**src/rtl/dma_copy_pkg.sv**
```systemverilog
package dma_copy_pkg;

  typedef enum logic [2:0] {
    ST_IDLE,
    ST_RD,
    ST_WR,
    ST_FIN,
    ST_ERR
  } eng_state_t;

  // Limit a log2 size field to the largest supported burst exponent.
  function automatic int unsigned clamp_log2(input logic [3:0] fld,
                                             input int unsigned cap);
    int unsigned f;
    f = {28'd0, fld};
    return (f > cap) ? cap : f;
  endfunction

endpackage

```
**src/rtl/dma_desc_check.sv**
```systemverilog
module dma_desc_check
  import dma_copy_pkg::*;
#(
  parameter int BYTES_W  = 32,
  parameter int MAX_LOG2 = 6,
  parameter int LOG2_W   = 3
) (
  input  logic [BYTES_W-1:0] bytes_i,
  input  logic [3:0]         rd_size_i,
  input  logic [3:0]         wr_size_i,
  output logic               ok_o,
  output logic [LOG2_W-1:0]  eff_o
);
  int unsigned        e;
  logic [BYTES_W-1:0] mask;

  always_comb begin
    e     = clamp_log2(wr_size_i, MAX_LOG2);
    eff_o = LOG2_W'(e);
    mask  = (BYTES_W'(1) << e) - BYTES_W'(1);
    ok_o  = (bytes_i != '0) && (rd_size_i == wr_size_i) && ((bytes_i & mask) == '0);
  end
endmodule

```
**src/rtl/dma_exec_regs.sv**
```systemverilog
module dma_exec_regs #(
  parameter int ADDR_W  = 32,
  parameter int BYTES_W = 32,
  parameter int LOG2_W  = 3
) (
  input  logic               clk,
  input  logic               rst_n,
  input  logic               load_i,
  input  logic               step_i,
  input  logic               reload_i,
  input  logic [BYTES_W-1:0] bytes_i,
  input  logic [ADDR_W-1:0]  src_i,
  input  logic [ADDR_W-1:0]  dst_i,
  input  logic [LOG2_W-1:0]  eff_i,
  output logic [BYTES_W-1:0] bytes_o,
  output logic [ADDR_W-1:0]  src_o,
  output logic [ADDR_W-1:0]  dst_o,
  output logic [LOG2_W-1:0]  eff_o,
  output logic               last_o
);
  logic [BYTES_W-1:0] save_bytes;
  logic [ADDR_W-1:0]  save_src, save_dst;
  logic [BYTES_W-1:0] step_bytes;
  logic [ADDR_W-1:0]  step_addr;

  assign step_bytes = BYTES_W'(1) << eff_o;
  assign step_addr  = ADDR_W'(1) << eff_o;
  assign last_o     = (bytes_o == step_bytes);

  always_ff @(posedge clk or negedge rst_n) begin
    if (!rst_n) begin
      bytes_o    <= '0;
      src_o      <= '0;
      dst_o      <= '0;
      eff_o      <= '0;
      save_bytes <= '0;
      save_src   <= '0;
      save_dst   <= '0;
    end else if (load_i) begin
      bytes_o    <= bytes_i;
      src_o      <= src_i;
      dst_o      <= dst_i;
      eff_o      <= eff_i;
      save_bytes <= bytes_i;
      save_src   <= src_i;
      save_dst   <= dst_i;
    end else if (step_i) begin
      bytes_o <= bytes_o - step_bytes;
      src_o   <= src_o + step_addr;
      dst_o   <= dst_o + step_addr;
    end else if (reload_i) begin
      bytes_o <= save_bytes;
      src_o   <= save_src;
      dst_o   <= save_dst;
    end
  end
endmodule

```
**src/rtl/dma_burst_buf.sv**
```systemverilog
module dma_burst_buf #(
  parameter int DATA_W = 512
) (
  input  logic              clk,
  input  logic              rst_n,
  input  logic              cap_i,
  input  logic [DATA_W-1:0] d_i,
  output logic [DATA_W-1:0] q_o
);
  always_ff @(posedge clk or negedge rst_n) begin
    if (!rst_n)     q_o <= '0;
    else if (cap_i) q_o <= d_i;
  end
endmodule

```
**src/rtl/dma_copy_engine.sv**
```systemverilog
module dma_copy_engine
  import dma_copy_pkg::*;
#(
  parameter int ADDR_W   = 32,
  parameter int BYTES_W  = 32,
  parameter int MAX_LOG2 = 6,
  localparam int DATA_W  = 8 << MAX_LOG2,
  localparam int LOG2_W  = $clog2(MAX_LOG2 + 1)
) (
  input  logic               clk,
  input  logic               rst_n,
  input  logic               start_i,
  input  logic               repeat_i,
  input  logic [3:0]         rd_size_i,
  input  logic [3:0]         wr_size_i,
  input  logic [BYTES_W-1:0] bytes_i,
  input  logic [ADDR_W-1:0]  src_i,
  input  logic [ADDR_W-1:0]  dst_i,
  output logic               busy_o,
  output logic               done_o,
  output logic               err_o,
  output logic [BYTES_W-1:0] exec_bytes_o,
  output logic [ADDR_W-1:0]  exec_src_o,
  output logic [ADDR_W-1:0]  exec_dst_o,
  output logic               mem_req_o,
  output logic               mem_we_o,
  output logic [ADDR_W-1:0]  mem_addr_o,
  output logic [LOG2_W-1:0]  mem_size_o,
  output logic [DATA_W-1:0]  mem_wdata_o,
  input  logic               mem_ack_i,
  input  logic [DATA_W-1:0]  mem_rdata_i
);
  eng_state_t        st_q, st_d;
  logic              desc_ok;
  logic [LOG2_W-1:0] desc_eff;
  logic              last_burst;
  logic              rep_q;

  // Named internal events, observed by the bound checker.
  logic start_ok, start_bad, rd_fire, wr_fire, rearm;

  assign start_ok  = (st_q == ST_IDLE) && start_i && desc_ok;
  assign start_bad = (st_q == ST_IDLE) && start_i && !desc_ok;
  assign rd_fire   = (st_q == ST_RD) && mem_ack_i;
  assign wr_fire   = (st_q == ST_WR) && mem_ack_i;
  assign rearm     = (st_q == ST_FIN) && rep_q;

  dma_desc_check #(.BYTES_W(BYTES_W), .MAX_LOG2(MAX_LOG2), .LOG2_W(LOG2_W)) u_check (
    .bytes_i   (bytes_i),
    .rd_size_i (rd_size_i),
    .wr_size_i (wr_size_i),
    .ok_o      (desc_ok),
    .eff_o     (desc_eff)
  );

  dma_exec_regs #(.ADDR_W(ADDR_W), .BYTES_W(BYTES_W), .LOG2_W(LOG2_W)) u_exec (
    .clk      (clk),
    .rst_n    (rst_n),
    .load_i   (start_ok),
    .step_i   (wr_fire),
    .reload_i (rearm),
    .bytes_i  (bytes_i),
    .src_i    (src_i),
    .dst_i    (dst_i),
    .eff_i    (desc_eff),
    .bytes_o  (exec_bytes_o),
    .src_o    (exec_src_o),
    .dst_o    (exec_dst_o),
    .eff_o    (mem_size_o),
    .last_o   (last_burst)
  );

  dma_burst_buf #(.DATA_W(DATA_W)) u_buf (
    .clk   (clk),
    .rst_n (rst_n),
    .cap_i (rd_fire),
    .d_i   (mem_rdata_i),
    .q_o   (mem_wdata_o)
  );

  always_comb begin
    st_d = st_q;
    unique case (st_q)
      ST_IDLE: if (start_ok) st_d = ST_RD; else if (start_bad) st_d = ST_ERR;
      ST_RD:   if (mem_ack_i) st_d = ST_WR;
      ST_WR:   if (mem_ack_i) st_d = last_burst ? ST_FIN : ST_RD;
      ST_FIN:  st_d = ST_IDLE;
      ST_ERR:  st_d = ST_IDLE;
      default: st_d = ST_IDLE;
    endcase
  end

  always_ff @(posedge clk or negedge rst_n) begin
    if (!rst_n) begin
      st_q   <= ST_IDLE;
      rep_q  <= 1'b0;
      done_o <= 1'b0;
      err_o  <= 1'b0;
    end else begin
      st_q <= st_d;
      if (start_ok) begin
        rep_q  <= repeat_i;
        done_o <= 1'b0;
        err_o  <= 1'b0;
      end else if (st_q == ST_FIN) begin
        done_o <= 1'b1;
      end else if (st_q == ST_ERR) begin
        done_o <= 1'b0;
        err_o  <= 1'b1;
      end
    end
  end

  assign busy_o     = (st_q == ST_RD) || (st_q == ST_WR) || (st_q == ST_FIN);
  assign mem_req_o  = (st_q == ST_RD) || (st_q == ST_WR);
  assign mem_we_o   = (st_q == ST_WR);
  assign mem_addr_o = (st_q == ST_WR) ? exec_dst_o : exec_src_o;
endmodule

```
**config.mk**
```make
export PLATFORM = sky130hd
export DESIGN_NAME = dma_copy_engine
export DESIGN_NICKNAME = d
export VERILOG_FILES = /design/src/rtl/dma_copy_pkg.sv /design/src/rtl/dma_desc_check.sv /design/src/rtl/dma_exec_regs.sv /design/src/rtl/dma_burst_buf.sv /design/src/rtl/dma_copy_engine.sv
export SDC_FILE = /design/constraint.sdc
export NUM_CORES = 1
export LEC_CHECK = 0
export BUFFER_PORTS_ARGS = -buffer_cell sky130_fd_sc_hd__buf_2
export CAP_MARGIN = 10
export CELL_PAD_IN_SITES_DETAIL_PLACEMENT = 0
export CELL_PAD_IN_SITES_GLOBAL_PLACEMENT = 1
export CORE_AREA = 2 2 494 496
export CTS_CLUSTER_DIAMETER = 150
export DETAILED_ROUTE_END_ITERATION = 8
export DIE_AREA = 0 0 496 498
export PLACE_DENSITY_LB_ADDON = 0.1
export SETUP_SLACK_MARGIN = 0.05
export SYNTH_ARGS = -nofsm -noshare
export SYNTH_HDL_FRONTEND = slang
export SYNTH_HIERARCHICAL = 1
export SYNTH_SLANG_ARGS = --single-unit
export TNS_END_PERCENT = 10
```
**constraint.sdc**
```tcl
create_clock -name clk -period 3.22 [get_ports clk]
set_input_delay 0.322 -clock clk [delete_from_list [all_inputs] [get_ports clk]]
set_output_delay 0.322 -clock clk [all_outputs]
set_load 0.05 [all_outputs]
```
* Word-level counts from Yosys, hierarchy flattened
Index checks and enable logic that the tools add are counted.
Operators by class: add/subtract/negate cells 4, $lt $le $gt $ge 1, equality and inequality tests 10, shifts and indexed selects 2, mux-type cells 23, bitwise gates (word level) 1, reduce and logical (&&, ||, !) cells 19
Operator list (number):
- 2-to-1 mux 32 bit | 10
- adder 32 bit | 2
- AND 32 bit | 1
- == test 32 bit | 1
- zero test 32 bit | 1
- nonzero test 32 bit | 1
- << shifter 1 x 3 -> 32 bit, first input constant | 1
- << shifter 1 x 32 -> 32 bit, first input constant | 1
- subtractor 32 x 2 -> 32 bit, second input constant | 1
- subtractor 32 bit | 1
- 2-to-1 mux 3 bit | 4
- case mux 3 bit (3 select lines) | 1
- logical AND 1 bit | 8
- == test 3 x 2 -> 1 bit, second input constant | 2
- 2-to-1 mux 1 bit | 6
- nonzero test 3 bit | 2
- == test 4 bit | 1
- greater-than comparator 4 x 3 -> 1 bit, second input constant | 1
- 2-to-1 mux 4 bit | 1
- inequality test 2 bit, second input constant | 2
- == test 3 x 1 -> 1 bit, second input constant | 1
- == test 3 bit, second input constant | 1
- zero test 3 bit | 1
- inequality test 3 bit, second input constant | 1
- 7 further kinds | 8
Storage, ports and cells: flip-flop bits (word level) 713, input bits 621, logic and storage cells 72

* Longest topological paths before layout
depth after elaboration 12, gate-level depth with buffers 16, gate-level depth less buffers 14

* Modules after synthesis
The synthesis kept the hierarchy.
Modules (own cells, without submodules):
- dma_burst_buf | instances 1, cells an instance 1081, area an instance 19220.9 µm², seq. area each 12812.3 µm²
- dma_exec_regs | instances 1, cells an instance 1191, area an instance 11259.5 µm², seq. area each 4879.7 µm²
- dma_copy_engine | instances 1, cells an instance 72, area an instance 728.2 µm², seq. area each 150.1 µm²
- dma_desc_check | instances 1, cells an instance 50, area an instance 327.8 µm², seq. area each 0.0 µm²

* Worst setup path after synthesis
OpenSTA, ideal clock, no wires.
kind input -> register, start point input port wr_size_i[1], end point register u_exec.save_bytes[12], setup time 125 ps, arrival 3491 ps, data required time 3095 ps, slack -396 ps, stages 13, buffers on the path 4, path through buf_2 > or2_1 > or3_1 > ha_1 > xor2_1 > a221oi_2 > nand4_1 > a211oi_2 > and2_2 > clkbuf_1 > clkbuf_1 > clkbuf_1 > mux2_2
Between the ends: word-level cells in the longest chain between the ends 8, elaborated cells between the ends (all ways) 10, classes of those cells add/sub: 1; order compare: 1; eq/ne: 1; shift: 1; mux: 1; bitwise: 1; reduce/logical: 4
Ends and longest elaborated chain:
- from (decl) | RTL line dma_copy_engine.sv:15 | input logic [3:0] wr_size_i,
- greater-than comparator 4 x 3 -> 1 bit | RTL line dma_copy_pkg.sv:16 | return (f > cap) ? cap : f;
- 2-to-1 mux 4 bit * | RTL line dma_copy_pkg.sv:16
- via desc_eff[1] | RTL line dma_copy_engine.sv:35 | logic [LOG2_W-1:0] desc_eff;
- << shifter 1 x 32 -> 32 bit * | RTL line dma_desc_check.sv:20 | mask = (BYTES_W'(1) << e) - BYTES_W'(1);
- subtractor 32 x 2 -> 32 bit * | RTL line dma_desc_check.sv:20
- AND 32 bit * | RTL line dma_desc_check.sv:21 | ok_o = (bytes_i != '0) && (rd_size_i == wr_size_i) && ((bytes_i & mask) == '0);
- zero test 32 bit * | RTL line dma_desc_check.sv:21
- logical AND 1 bit * | RTL line dma_desc_check.sv:21
- via desc_ok | RTL line dma_copy_engine.sv:34 | logic desc_ok;
- logical AND 1 bit * | RTL line dma_copy_engine.sv:42 | assign start_ok = (st_q == ST_IDLE) && start_i && desc_ok;
- via start_ok | RTL line dma_copy_engine.sv:40 | logic start_ok, start_bad, rd_fire, wr_fire, rearm;
- to (signal assigned) | RTL line dma_exec_regs.sv:44 | save_bytes <= bytes_i;
- to (decl) | RTL line dma_exec_regs.sv:21 | logic [BYTES_W-1:0] save_bytes;
Mark *: on every way through the listed nets, which the timed path passes. The rest lies on a longest branch. A chain may end at the register's enable or synchronous reset.

* Worst setup path after layout
start point register u_exec.eff_o[1], end point register u_exec.bytes_o[15]
Between the ends: word-level cells in the longest chain between the ends 4
Ends and longest elaborated chain:
- from (decl) | RTL line dma_exec_regs.sv:18 | output logic [LOG2_W-1:0] eff_o,
- from (signal assigned) | RTL line dma_exec_regs.sv:43 | eff_o <= eff_i;
- << shifter 1 x 3 -> 32 bit | RTL line dma_exec_regs.sv:26 | assign step_bytes = BYTES_W'(1) << eff_o;
- subtractor 32 bit | RTL line dma_exec_regs.sv:48 | bytes_o <= bytes_o - step_bytes;
- 2-to-1 mux 32 bit | RTL line dma_exec_regs.sv:47 | end else if (step_i) begin
- 2-to-1 mux 32 bit | RTL line dma_exec_regs.sv:39 | end else if (load_i) begin
- to (signal assigned) | RTL line dma_exec_regs.sv:40 | bytes_o <= bytes_i;
- to (signal assigned) | RTL line dma_exec_regs.sv:48
- to (signal assigned) | RTL line dma_exec_regs.sv:52 | bytes_o <= save_bytes;
- to (decl) | RTL line dma_exec_regs.sv:15 | output logic [BYTES_W-1:0] bytes_o,
Every way passes these cells.

==> flow_metrics.tcl <==
set metrics [dict create \
    synth_top_area_share 0.566 \
    timing.final.hold_violations 0 \
    globalRouteOverflowTotal 0 \
    grt_pass1_vias 29700 \
    antenna_found_initial 69 \
    hpwl_mm 164 \
    grt_usage 0.157 \
    vias 27800 \
    cp_data_required_time_ps 3840 \
    critPathMaxStageDelay_ps 510 \
    layout_commonest_cell "buf_2" \
    crit_family "simple AND/OR/NAND/NOR gates" \
    clk_path_buf_depth 3 \
    tightestPinTransition_ps 839 \
    layout_min_cycle_time_ps 3030 \
    worst_ep_arrival_time_ps 3640 \
    status "finished clean" \
    synth_compound_area_frac 0.0704 \
    synthSimpleGateAreaFrac 0.0607 \
    synthMuxAreaShare 0.231 \
    period_share 0.941 \
    drt_first_pass_iters 4 \
    synth_nets 3044 \
    synth_flop_cell "dfrtp_1" \
    worstSetupStartpointType "register" \
    cts_max_level 3 \
    dieArea_sq_um 247000 \
    cp_common_cell "buf_4" \
    ios 1269 \
    ys_seq_area_frac 0.566 \
    synthesis.area_sq_um 31500 \
    numCtsBuffers 102 \
    portBuffers 1268 \
    wire_per_inst_um 25.8 \
    gp_congestion 0.808 \
    dpl-instance-area_sq_um 42800 \
    setup_viol_count_final 0 \
    syn_avg_cell_area_sq_um 13.2 \
    synth_top_area_cell "dfrtp_1" \
    ys_types 91 \
    p_leak_uw 0.0241 \
    syn_to_final_growth_pct 66.2 \
    cts.sinks 713 \
    die_y_um 498 \
    rows 181 \
    peakVddDrop_mv 0.533 \
    drive_gt1_frac 0.501 \
    synth_xor_area_frac 0.0172 \
    cts_tree "built" \
    viasPerCell 3.58 \
    path_buf_inv 2 \
    drc 0 \
    wirelength_mm 200 \
    cp_max_fo 7 \
    stdcell_area_sq_um 52400 \
    ant_nets 0 \
    power-per-cell-area_nw_per_um2 1070 \
    start_util 0.130 \
    worst-setup-path-type "register to register" \
    synth_area_leaders "dfrtp_1 57%, mux2_2 21%, mux2i_1 1.8%" \
    nNetsFinal 5096 \
    dp_cells 6930 \
    final_cell_mix "1267 x buf_2, 710 x dfrtp_1, 612 x dlygate4sd3_1" \
    slew-limit-headroom 0.441 \
    ys_warn_count 6 \
    synth_seq_cells 713 \
    root_buffer "clkbuf_16" \
    path_clk_slew_ps 60 \
    fmax_ghz 0.330 \
    clk_latency_ps 770 \
    tns_ps 0 \
    finalNonFillerCells 7762 \
    total_power_uw 55900 \
    async_flop_share 1.00 \
    worst_hold_slack_ps 96.4 \
    drtIter0Drc 1142 \
    die_x_um 496 \
    cap_violations 0 \
    synth_top_family_by_area "multiplexers" \
    hold_path_class "primary input to register" \
    synth_edf_count 0 \
    synth_fa_ha_area_frac 0.0122 \
    grt_start_max_net_pins 97 \
    end_kind "register" \
    fin_skew_ps 43.8 \
    path_cells "or3b_2 -> buf_4 -> ha_1 -> nor2b_1 -> o31a_1 -> o21ai_1 -> buf_4 -> nand2_1 -> or4_1 -> a32o_1" \
    crit_slowest_cell "or3b_2" \
    slew_violations 0 \
    grt_setup_unrepaired "false" \
    coreArea_sq_um 242000 \
    synth_cells 2394 \
    grt_pass1_wl_mm 266 \
]
==> metrics by stage <==
step / util / worst slack (ps)
5_1_grt: 0.217 / 52.5
3_5_place_dp: 0.177 / -380
3_3_place_gp: 0.177 / -359
2_1_floorplan: - / -24.7
6_report: 0.217 / 192
4_1_cts: 0.216 / 20.0
==> synth_stat cells (10+ instances only) <==
cell      instances
nand3_1          29
nor3_1           27
dfrtp_1         713
o21ai_0         109
xnor2_1          31
a31oi_1          11
inv_1            96
mux2_2          592
ha_1             26
and3_1           12
nand2_1         113
o22ai_1          10
buf_2            10
buf_6            49
mux2i_1          56
buf_1            14
clkbuf_1         49
a211oi_1         11
xor2_1           31
nor4_1           18
a21oi_1          59
nor2_1           83
nand4_1          19
o221ai_1         35
==> state kept, by name, summed over array words and instances, names as in the netlist <==
register and cells:
u_exec/save_dst 32, u_buf/q_o 512, u_exec/src_o 32, rep_q 1, u_exec/save_bytes 32, done_o 1
u_exec/save_src 32, err_o 1, u_exec/dst_o 32, u_exec/eff_o 3, u_exec/bytes_o 32, st_q 3
==> worst min-delay path: stages <==
cell      delay (ps)
buf_2            140
and2_1           170
a31oi_1           50
o311ai_0          90
==> where the power goes <==
| part | total, uW | internal, uW | switching [uW] |
|---|---|---|---|
| clock | 11200 | 6430 | 4810 |
| sequential | 15000 | 12500 | 2500 |
| combinational | 29600 | 7790 | 21800 |
| total | 55900 | 26800 | 29200 |
==> final timing paths <==
path | startpoint | endpoint | slack (ps) | cells after the start
max in group asynchronous | rst_n | u_buf/q_o[10] | 1930 | 4
worst max-delay path | u_exec/eff_o[1] | u_exec/bytes_o[15] | 190 | 10
worst max register to register | u_exec/eff_o[1] | u_exec/bytes_o[15] | 190 | 10
worst min-delay path | bytes_i[31] | u_exec/bytes_o[31] | 100 | 4
worst min register to register | u_buf/q_o[499] | u_buf/q_o[499] | 500 | 1
min in group asynchronous | rst_n | u_buf/q_o[23] | 230 | 2
==> cell families (layout without fill, tap and decap cells) <==
| group | Yosys count | after routing |
|---|---|---|
| buffers and inverters | 232 | 2353 |
| xor gates and xnor gates | 62 | 62 |
| DFF | 713 | 713 |
| other | 2 | 47 |
| and+or+nand+nor | 372 | 372 |
| muxes | 653 | 653 |
| adders and majority gates | 29 | 29 |
| AOI/OAI and AO/OA | 331 | 331 |
==> what timing repair did <==
action | CTS | global route
hold endpoints to repair | 729 | 0
gates resized for setup | 10 | 15
cloned | 0 | 0
setup buffers | 2 | 0
endpoints found under the setup margin | 48 | 28
pin swaps | 2 | 0
hold buffers | 612 | 0
==> layer usage <==
layer | GRT usage | vias to the layer above | part of all wire
li1 | - | 12800 | -
met1 | 0.171 | 13800 | 0.38
met2 | 0.279 | 923 | 0.50
met3 | 0.0341 | 267 | 0.055
met4 | 0.0931 | 10 | 0.065
met5 | 0.000783 | - | 0.00032
==> cell type report <==
class / count / area (sq um)
fillers: 26600 / 189000
flip-flops and latches: 713 / 17800
repair buffers: 2083 / 14400
multi-input cells: 1449 / 12500
well taps: 3202 / 4010
clock buffers: 153 / 2960
inverters: 97 / 364
clock inverters: 20 / 294
diodes: 45 / 113
Note: power is estimated with default switching activity, not from simulation.
